**src/rtl/adc_autoseq_pkg.sv**
```systemverilog
package adc_autoseq_pkg;
    typedef enum logic [2:0] {
        ST_IDLE    = 3'd0,
        ST_SAMPLE  = 3'd1,
        ST_LAUNCH  = 3'd2,
        ST_CONVERT = 3'd3,
        ST_REPORT  = 3'd4
    } seq_state_t;
endpackage

```
**src/rtl/adc_sample_timer.sv**
```systemverilog
module adc_sample_timer #(
    parameter int STW = 5
) (
    input  logic           clk,
    input  logic           rst_n,
    input  logic           load,
    input  logic           run,
    input  logic [STW-1:0] sample_time,
    output logic           expire
);
    logic [STW-1:0] cnt;
    logic [STW-1:0] load_val;

    always_comb begin
        load_val = (sample_time == '0) ? STW'(1) : sample_time;
    end

    always_ff @(posedge clk or negedge rst_n) begin
        if (!rst_n) begin
            cnt <= '0;
        end else if (load) begin
            cnt <= load_val;
        end else if (run && cnt > STW'(1)) begin
            cnt <= cnt - STW'(1);
        end
    end

    assign expire = run && (cnt == STW'(1));

    AST_TIMER_LOADED: assert property (@(posedge clk) disable iff (!rst_n)
        run |-> (cnt != '0));
endmodule

```
**src/rtl/adc_chan_scan.sv**
```systemverilog
module adc_chan_scan #(
    parameter int NCH = 16,
    localparam int CHW = $clog2(NCH)
) (
    input  logic [NCH-1:0] mask,
    input  logic [CHW-1:0] cur,
    output logic [CHW-1:0] first,
    output logic [CHW-1:0] next
);
    logic found_first;
    logic found_next;

    always_comb begin
        first       = '0;
        found_first = 1'b0;
        for (int i = 0; i < NCH; i++) begin
            if (mask[i] && !found_first) begin
                first       = CHW'(i);
                found_first = 1'b1;
            end
        end
        next       = first;
        found_next = 1'b0;
        for (int i = 0; i < NCH; i++) begin
            if (mask[i] && !found_next && (CHW'(i) > cur)) begin
                next       = CHW'(i);
                found_next = 1'b1;
            end
        end
    end
endmodule

```
**src/rtl/adc_conv_model.sv**
```systemverilog
module adc_conv_model #(
    parameter int CONV_LAT = 12,
    localparam int CW = $clog2(CONV_LAT + 1)
) (
    input  logic clk,
    input  logic rst_n,
    input  logic abort,
    input  logic start,
    output logic done
);
    logic [CW-1:0] cnt;

    always_ff @(posedge clk or negedge rst_n) begin
        if (!rst_n) begin
            cnt <= '0;
        end else if (abort) begin
            cnt <= '0;
        end else if (start) begin
            cnt <= CW'(CONV_LAT);
        end else if (cnt != '0) begin
            cnt <= cnt - CW'(1);
        end
    end

    assign done = (cnt == CW'(1));

    AST_DONE_NOT_ON_START: assert property (@(posedge clk) disable iff (!rst_n)
        start |-> !done);
endmodule

```
**src/rtl/adc_autoseq.sv**
```systemverilog
module adc_autoseq
    import adc_autoseq_pkg::*;
#(
    parameter int NCH      = 16,
    parameter int STW      = 5,
    parameter int CONV_LAT = 12,
    localparam int CHW     = $clog2(NCH)
) (
    input  logic           clk,
    input  logic           rst_n,
    input  logic           en,
    input  logic           auto_en,
    input  logic [STW-1:0] sample_time,
    input  logic           scan_en,
    input  logic [NCH-1:0] scan_mask,
    input  logic [CHW-1:0] fixed_sel,
    output logic [CHW-1:0] channel,
    output logic           sample_hold,
    output logic           start_conv,
    output logic           result_valid,
    output logic [CHW-1:0] result_chan
);
    seq_state_t     state, state_nxt;
    logic [CHW-1:0] chan_q, chan_nxt;
    logic [CHW-1:0] scan_first, scan_next;
    logic           timer_load, timer_expire, core_done;

    adc_chan_scan #(.NCH(NCH)) u_scan (
        .mask  (scan_mask),
        .cur   (chan_q),
        .first (scan_first),
        .next  (scan_next)
    );

    adc_sample_timer #(.STW(STW)) u_timer (
        .clk         (clk),
        .rst_n       (rst_n),
        .load        (timer_load),
        .run         (state == ST_SAMPLE),
        .sample_time (sample_time),
        .expire      (timer_expire)
    );

    adc_conv_model #(.CONV_LAT(CONV_LAT)) u_core (
        .clk   (clk),
        .rst_n (rst_n),
        .abort (!en),
        .start (start_conv),
        .done  (core_done)
    );

    always_comb begin
        state_nxt = state;
        chan_nxt  = chan_q;
        unique case (state)
            ST_IDLE: begin
                if (auto_en) begin
                    state_nxt = ST_SAMPLE;
                    chan_nxt  = scan_en ? scan_first : fixed_sel;
                end
            end
            ST_SAMPLE:  if (timer_expire) state_nxt = ST_LAUNCH;
            ST_LAUNCH:  state_nxt = ST_CONVERT;
            ST_CONVERT: if (core_done) state_nxt = ST_REPORT;
            ST_REPORT: begin
                if (auto_en) begin
                    state_nxt = ST_SAMPLE;
                    chan_nxt  = scan_en ? scan_next : fixed_sel;
                end else begin
                    state_nxt = ST_IDLE;
                end
            end
            default: state_nxt = ST_IDLE;
        endcase
        if (!en) begin
            state_nxt = ST_IDLE;
            chan_nxt  = chan_q;
        end
    end

    assign timer_load = (state != ST_SAMPLE) && (state_nxt == ST_SAMPLE);

    always_ff @(posedge clk or negedge rst_n) begin
        if (!rst_n) begin
            state  <= ST_IDLE;
            chan_q <= '0;
        end else begin
            state  <= state_nxt;
            chan_q <= chan_nxt;
        end
    end

    always_comb begin
        sample_hold  = (state == ST_SAMPLE);
        start_conv   = (state == ST_LAUNCH);
        result_valid = (state == ST_REPORT);
        channel      = chan_q;
        result_chan  = chan_q;
    end

    AST_START_AFTER_SAMPLE: assert property (@(posedge clk) disable iff (!rst_n)
        start_conv |-> $past(sample_hold));
    AST_START_ONE_WIDE: assert property (@(posedge clk) disable iff (!rst_n)
        start_conv |=> !start_conv);
    AST_AUTO_RESTART: assert property (@(posedge clk) disable iff (!rst_n)
        (result_valid && en && auto_en) |=> sample_hold);
    AST_DISABLE_IDLE: assert property (@(posedge clk) disable iff (!rst_n)
        !en |=> (!sample_hold && !start_conv && !result_valid));
    AST_VALID_ONE_WIDE: assert property (@(posedge clk) disable iff (!rst_n)
        result_valid |=> !result_valid);
endmodule

```
**config.mk**
```make
export PLATFORM = sky130hd
export DESIGN_NAME = adc_autoseq
export DESIGN_NICKNAME = d
export VERILOG_FILES = /design/src/rtl/adc_autoseq_pkg.sv /design/src/rtl/adc_sample_timer.sv /design/src/rtl/adc_chan_scan.sv /design/src/rtl/adc_conv_model.sv /design/src/rtl/adc_autoseq.sv
export SDC_FILE = /design/constraint.sdc
export NUM_CORES = 1
export LEC_CHECK = 0
export BUFFER_PORTS_ARGS = -buffer_cell sky130_fd_sc_hd__buf_2
export CORE_MARGIN = 1.5
export CORE_UTILIZATION = 50
export DETAILED_ROUTE_END_ITERATION = 8
export GPL_TIMING_DRIVEN = 0
export HOLD_SLACK_MARGIN = 0.08
export PLACE_DENSITY_LB_ADDON = 0.2
export SLEW_MARGIN = 5
export SYNTH_ARGS = -nofsm -noshare
export SYNTH_HDL_FRONTEND = slang
export SYNTH_SLANG_ARGS = --single-unit
```
**constraint.sdc**
```tcl
create_clock -name clk -period 1.9 [get_ports clk]
set_input_delay 0.285 -clock clk [delete_from_list [all_inputs] [get_ports clk]]
set_output_delay 0.285 -clock clk [all_outputs]
set_load 0.01 [all_outputs]
```
* After elaboration in Yosys (flattened, before gate mapping) *
Index checks and enable logic that the tools add are counted.

word-level totals
  logic and storage cells = 197
  bits in registers = 16
  bits of input ports = 30
  output and inout bits = 11

operators by class
  add/subtract/negate cells = 2
  magnitude comparators = 17
  eq/ne operators = 11
  reduce and logical (&&, ||, !) cells = 85
  multiplexer cells = 78

operators by type and width
  kind                                                                     number
  4-bit two-way mux                                                        37
  1-bit logical AND                                                        49
  4-bit > comparator, first input constant                                 8
  1-bit two-way mux                                                        32
  1-bit zero test                                                          30
  3-bit by 4-bit > comparator with 1-bit output, first input constant      4
  5-bit two-way mux                                                        3
  3-bit one-hot mux with 5 select lines                                    1
  3-bit two-way mux                                                        4
  1-bit by 4-bit > comparator with 1-bit output, first input constant      2
  2-bit by 4-bit > comparator with 1-bit output, first input constant      2
  4-bit one-hot mux with 2 select lines                                    1
  3-bit by 1-bit equality test with 1-bit output, second input constant    2
  3-bit by 2-bit equality test with 1-bit output, second input constant    2
  3-bit by 1-bit inequality test with 1-bit output, second input constant  2
  5-bit by 1-bit equality test with 1-bit output, second input constant    1
  5-bit by 1-bit > comparator with 1-bit output, second input constant     1
  5-bit zero test                                                          1
  5-bit by 1-bit subtractor with 5-bit output, second input constant       1
  4-bit by 1-bit equality test with 1-bit output, second input constant    1
  2-bit inequality test, second input constant                             2
  4-bit AND reduction                                                      1
  2-bit nonzero test                                                       2
  4-bit nonzero test                                                       1
  3 further kinds                                                          3

* Logic depth before layout (Yosys ltp) *
Gate-level depths: netlist (run 1).

  depth in word-level cells = 66
  gate-level depth with buffers = 8
  gate-level depth less buffers = 8

* Hierarchy *
From an unflattened synthesis (run 1), not the netlist that was laid out.

second synthesis, totals
  cells, all modules = 229
  area total of the unflattened synthesis = 1775.5 um^2

by module, submodules not included
  module            area an instance (um^2)  cells an instance  times used  sequential area each (um^2)
  adc_chan_scan     688.2                    118                1           0.0
  adc_autoseq       478.0                    47                 1           175.2
  adc_sample_timer  370.4                    41                 1           125.1
  adc_conv_model    239.0                    23                 1           100.1

* Worst setup path after synthesis (run 1) *
No wires, ideal clock.

  path kind = register to register
  start point = register chan_q[1] (netlist: channel[1])
  end point = register chan_q[1] (netlist: channel[1])
  data arrival time = 1.705 ns
  path buffers = 1
  stages on the path, launching flop included = 8
  path slack = 0.064 ns
  setup time = 0.131 ns
  data required time = 1.769 ns
  clock period less this slack = 1.836 ns
  path through = dfrtp_1 -> buf_6 -> or4b_4 -> a21oi_2 -> a21oi_1 -> a311oi_1 -> o32a_1 -> o22ai_1

between the ends
  cells in the longest elaborated chain, start to end = 66
  elaborated cells on any way between the ends = 96
  those cells by class = 16 x order compare; 34 x mux; 46 x reduce/logical

ends and longest elaborated chain
  element                                        RTL line             RTL
  from (decl)                                    adc_autoseq.sv:24    logic [CHW-1:0] chan_q, chan_nxt;
  from (signal assigned)                         adc_autoseq.sv:89    chan_q <= chan_nxt;
  1-bit by 4-bit > comparator with 1-bit output  adc_chan_scan.sv:25  if (mask[i] && !found_next && (CHW'(i) > cur)) begin
  1-bit logical AND                              adc_chan_scan.sv:25
  1-bit two-way mux                              adc_chan_scan.sv:25
  1-bit zero test                                adc_chan_scan.sv:25
  1-bit logical AND (2 in series)                adc_chan_scan.sv:25
  1-bit two-way mux                              adc_chan_scan.sv:25
  1-bit zero test                                adc_chan_scan.sv:25
  1-bit logical AND (2 in series)                adc_chan_scan.sv:25
  [... 46 more ...]                              -
  1-bit logical AND (2 in series)                adc_chan_scan.sv:25
  1-bit two-way mux                              adc_chan_scan.sv:25
  1-bit zero test                                adc_chan_scan.sv:25
  1-bit logical AND (2 in series)                adc_chan_scan.sv:25
  4-bit two-way mux *                            adc_chan_scan.sv:25
  4-bit two-way mux *                            adc_autoseq.sv:68    chan_nxt = scan_en ? scan_next : fixed_sel;
  4-bit two-way mux *                            adc_autoseq.sv:66    if (auto_en) begin
  4-bit one-hot mux with 2 select lines *        adc_autoseq.sv:55    unique case (state)

Every way passes the cells marked *; elsewhere a longest branch is shown, timed or not. The select of a mux whose other input is x is not followed.
A chain may end at the register's enable or synchronous reset.

* Worst setup path after layout (run 1) *
  start point = register chan_q[0] (netlist: channel[0])
  end point = register chan_q[1] (netlist: channel[1])

Same word-level chain as after synthesis.

==> impl_metrics.yaml, run 1 <==
worst_setup_path:
  path_max_fanout: 6
  ff2ff_path_depth: 7
  critPathKind: "flop to flop"
  reg2reg_from: "channel[0]"
  worst_r2r_endpoint: "channel[1]"
  start_kind: "flop"
  critPathRequiredTime_ns: 2.03
  worstPathArrival_ns: 2.07
  ff2ff_setup_slack_ns: -0.04
  cp-end-kind: "flop"
timing:
  period_share_pct: 102.2
  finalMaxSlewViolations: 0
  holdWs_ns: 0.2572
  finClkSkew_ns: 0.002196
  hold_viol: 0
  rsz0062_at_grt: "true"
  finalSetupTns_ns: -0.05769
  min_period_ns: 1.941
  max_freq_ghz: 0.5151
  layout_setup_ws_ns: -0.04132
  finalSetupViolCount: 2
  worstMarginPinSlew_ns: 0.5174
  relSlewSlack_pct: 64.61
logic_synthesis:
  synth_warnings: 0
  syn_area_per_cell_um2: 7.600
  netlist_area_um2: 1839
  synth_cell_types: 62
  ys.flop_type: "dfrtp_1"
  seq_area_frac_synth_pct: 21.77
  async_reset_ff_share_pct: 100.0
  syn_inst: 242
  synth-seq-cells: 16
  synth_nets: 277
  synth_edf_count: 0
cts:
  cts_tree: "yes"
  clock-sinks: 16
  clk_latency_ns: 0.25
  clk_pin_slew_worst_paths_ns: 0.06
  cts_root_buf: "clkbuf_8"
  clock_tree.buffer_depth: 2
  numCtsBuffers: 3
  h-tree-depth: 1
run_status:
  failed_checks: "setup timing"
  status: "complete, but fails checks"
finish:
  areaGrowthSynthToFinish_pct: 22.25
  fin_cells: 336
  final_cell_area_um2: 2248
  n_antenna_cell: 0
  nets: 327
  drive_above_1_share_pct: 28.97
die:
  core-area_um2: 3442
  die_w_um: 63.65
  start_util_pct: 53.44
  boundaryPins: 41
  die_h_um: 63.65
  num_rows: 21
  dieArea_um2: 4051
drt:
  final_antenna_net_count: 0
  vias: 2003
  wl_per_cell_um: 14.46
  totalWireLength_mm: 4.859
  dr.pass1.iters: 5
  drc_errors: 0
  via_per_inst: 5.961
  drtIter0Drc: 135
placed_design:
  placedInstanceArea_um2: 2082
  gp_congestion: 0.8965
  numPlacedInstances: 325
  io_buffers: 37
  dpl.hpwl_mm: 3.633
power_and_ir_drop:
  p_total_mw: 2.350
  ir_drop_mv: 0.4897
  leakage_nw: 0.9640
  p_per_area_nw_per_um2: 1045
hold_path:
  hold_path_depth: 3
  hold_start: "sample_time[4]"
  holdCritPathClass: "primary input to flop"
  min_to: "u_timer.cnt[4]"
global_route:
  grt_pass1_vias: 1750
  grt_pass1_wl_mm: 8.107
  overflow: 0
  grt_antenna_before_repair: 0
  grt_max_degree: 17
  grt_use_total_pct: 24.24
flow_run:
  cap_violations: 0
-- cells in the mapped netlist (all sizes together), types with 3 or more instances --
cell	n	area, µm²
nor2	22	82.58
inv	20	75.07
o21ai	19	95.09
a21oi	18	97.60
nand2	18	67.56
dfrtp	16	400.4
buf	11	83.83
nor4	7	50.05
nor3	6	35.03
o22ai	6	37.54
ha	5	62.56
nand2b	5	31.28
nor2b	5	31.28
nor3b	5	42.54
and3	4	25.02
o211ai	4	30.03
o311ai	4	52.56
or3	4	25.02
xnor2	4	35.03
a211oi	3	22.52
a221oi	3	26.28
a311oi	3	26.28
a31oi	3	18.77
clkbuf	3	11.26
nand3	3	15.01
o21bai	3	22.52
or2	3	18.77
-- how the worst max path moves through the flow --
stage,cells past startpoint,slack [ns],from,endpoint
2_1_floorplan,7,0.06,channel[1],channel[1]
3_3_place_gp,7,-0.11,channel[0],channel[0]
3_5_place_dp,7,-0.14,channel[0],channel[0]
4_1_cts,7,-0.009,channel[1],channel[0]
5_1_grt,7,-0.09,channel[1],channel[0]
6_report,7,-0.04,channel[0],channel[1]
-- power breakdown --
part	switching, mW	internal (mW)
combinational	0.776	0.688
clock	0.113	0.141
sequential	0.167	0.466
total	1.06	1.29
-- metrics by stage --
step	util (%)	setup slack [ns]
4_1_cts	62.89	-0.009422
3_3_place_gp	60.49	-0.1087
5_1_grt	65.32	-0.08880
3_5_place_dp	60.49	-0.1372
6_report	65.32	-0.04132
2_1_floorplan	-	0.06436
-- state kept, by name, indices dropped and copies added, names as in the netlist --
register     count
channel          4
u_timer.cnt      5
state            3
u_core.cnt       4
-- repair_timing --
action	CTS	global route
resized for setup	5	16
endpoints found under the setup margin	4	9
hold buffers	1	0
pin swaps	3	3
endpoints found under the hold margin	16	0
buffers inserted	3	4
-- metal layers --
layer / global-route usage, % / wire [µm]
met1: 36.13 / 2326
met4: 3.261 / 15
met2: 38.03 / 2223
met5: 0 / 0
met3: 3.214 / 293
-- layout by cell type, fill, tap and decap left out, types with 4 or more instances in the layout --
master / synthesis / layout
buf_4: 4 / 12
or3_1: 4 / 4
nor3b_1: 4 / 4
nor3_1: 5 / 5
xnor2_1: 4 / 4
and3_1: 4 / 4
buf_6: 3 / 4
nor4_1: 6 / 6
nand2_1: 18 / 18
nand2b_1: 5 / 5
o21ai_0: 19 / 19
o22ai_1: 6 / 6
inv_1: 20 / 20
nor2_1: 22 / 19
buf_2: 4 / 38
nor2b_1: 5 / 5
dfrtp_1: 16 / 13
o211ai_1: 4 / 4
a21oi_1: 16 / 15
ha_1: 5 / 5
-- cells by family after synthesis --
kind of cell	synth area share (%)
compound gates	34.76
xor+xnor	2.381
simple gates	27.28
fa+ha+maj	3.401
buf+inv	9.252
mux	1.156
flops	21.77
-- worst max-delay path, stage by stage (launching register included) --
cell and delay, ns:
dfrtp_2 0.45, buf_4 0.16, or4b_4 0.48, a21oi_2 0.17, a21oi_1 0.07, a311oi_2 0.27
o32a_1 0.17, o22ai_1 0.06
-- layout make-up --
cell class	count	area, µm²
inverters	20	75.07
clock buffers	3	41.29
repair buffers	45	252.7
flip-flops and latches	16	404.1
fillers	312	1194
multi-input cells	192	1311
plain buffers	14	106.4
well taps	46	57.56
No activity file was read; power rests on OpenSTA's default activity.
==> run 2: changes to the inputs <==
Settings changed: CORE_UTILIZATION 50 to 51, CTS_BUF_LIST set to sky130_fd_sc_hd__clkbuf_8.
==> impl_metrics.yaml, run 2 (synthesized netlist as in run 1, its figures left out) <==
run_status:
  status: "complete, but fails checks"
  failed_checks: "setup timing"
worst_setup_path:
  ff2ff_setup_slack_ns: -0.008
  start_kind: "flop"
  endpoint: "channel[2]"
  ff2ff_path_depth: 7
  startpoint: "channel[1]"
  critPathRequiredTime_ns: 2.09
  worst_r2r_endpoint: "channel[2]"
  path_max_fanout: 9
  critPathKind: "flop to flop"
  reg2reg_from: "channel[1]"
  cp-end-kind: "flop"
  worstPathArrival_ns: 2.10
timing:
  rsz0062_at_grt: "true"
  finalSetupViolCount: 1
  finalMaxSlewViolations: 0
  hold_viol: 0
  period_share_pct: 100.4
  finalSetupTns_ns: -0.007632
  finClkSkew_ns: 0.001417
  relSlewSlack_pct: 67.33
  worstMarginPinSlew_ns: 0.4860
  layout_setup_ws_ns: -0.007632
  max_freq_ghz: 0.5242
  min_period_ns: 1.908
  holdWs_ns: 0.2565
global_route:
  overflow: 0
  grt_use_total_pct: 23.82
  grt_max_degree: 17
  grt_pass1_vias: 1729
  grt_pass1_wl_mm: 7.776
  grt_antenna_before_repair: 0
drt:
  totalWireLength_mm: 4.763
  drc_errors: 0
  vias: 1991
  dr.pass1.iters: 5
  via_per_inst: 5.997
  wl_per_cell_um: 14.35
  drtIter0Drc: 123
  final_antenna_net_count: 0
cts:
  cts_tree: "yes"
  cts_root_buf: "clkbuf_8"
  clk_pin_slew_worst_paths_ns: 0.06
  numCtsBuffers: 3
  h-tree-depth: 1
  clk_latency_ns: 0.25
  clock_tree.buffer_depth: 2
  clock-sinks: 16
placed_design:
  io_buffers: 37
  placedInstanceArea_um2: 2082
  dpl.hpwl_mm: 3.533
  place_ws_ns: -0.1052
  numPlacedInstances: 325
  gp_congestion: 0.8667
power_and_ir_drop:
  leakage_nw: 0.9391
  power.share.switching_pct: 45.33
  p_switching_mw: 1.028
  p_int_mw: 1.240
  pwr-share-seq_pct: 28.4
  p_per_area_nw_per_um2: 1025
  ir_drop_mv: 0.4830
  p_clk_share_pct: 11.1
  comb_power_share_pct: 60.5
  p_total_mw: 2.268
die:
  dieArea_um2: 3976
  die_h_um: 63.06
  boundaryPins: 41
  core-area_um2: 3390
  die_w_um: 63.06
  start_util_pct: 54.26
  num_rows: 21
finish:
  final_cell_area_um2: 2212
  drive_above_1_share_pct: 28.67
  fin_cells: 332
  fin_util_pct: 65.26
  final_cell_mix: "buf_2 (38), inv_1 (20), nor2_1 (20)"
  largest_reg_flops: 5
  fillers: 311
  top_register: "u_timer.cnt"
  nets: 323
  n_antenna_cell: 0
  mostFrequentLayoutCell: "buf_2"
  areaGrowthSynthToFinish_pct: 20.27
hold_path:
  holdCritPathClass: "primary input to flop"
  hold_start: "sample_time[1]"
flow_run:
  cap_violations: 0
-- run 2: cell count changes in the layout (fill, tap and decap cells not counted), sizes merged --
cell | before | now
clkbuf | 6 | 7
dlymetal6s2s | 1 | 0
buf | 54 | 50
-- run 2: worst min path at each step --
stage	to	slack (ns)	depth (start not counted)
after floorplan	channel[0]	-0.01	0
after global placement	u_core.cnt[2]	0.21	1
after detailed placement	u_core.cnt[2]	0.21	1
after CTS	u_timer.cnt[4]	0.26	3
after global routing	u_timer.cnt[3]	0.26	3
final	u_timer.cnt[1]	0.26	3
-- run 2: layout make-up --
type	count	area (µm²)	area share (%)
multi-input cells	192	1315	59.45
flip-flops and latches	16	402.9	18.21
repair buffers	41	217.7	9.842
plain buffers	14	102.6	4.638
inverters	20	75.07	3.394
well taps	46	57.56	2.602
clock buffers	3	41.29	1.867
-- run 2: layer usage --
layer,GRT usage (%),vias to the layer above,part of all wire [%]
li1,-,991,-
met1,34.64,905,46
met2,36.44,88,45
met3,4.464,7,7.5
met4,5.556,0,1.2
met5,0,-,0
-- run 2: power groups by stage --
stage               Combinational (mW)  Clock [mW]  Sequential (mW)
detailed placement                1.25           0            0.634
global route                      1.53       0.270            0.658
CTS                               1.29       0.257            0.638
global placement                  1.24           0            0.631
floorplan                        0.953           0            0.604
finish                            1.37       0.252            0.643
-- run 2: what timing repair did --
action	CTS	global route
buffers inserted	2	1
gates resized for setup	5	13
hold endpoints to repair	16	0
pin swaps	6	2
hold buffers	1	0
setup endpoints to repair	5	4
-- run 2: critical path: stages, from the launching register on --
cell,delay (ns)
dfrtp_1,0.39
buf_6,0.14
or3b_1,0.39
a21oi_2,0.22
nor2_1,0.12
a211o_1,0.30
a21oi_2,0.15
o22a_1,0.14
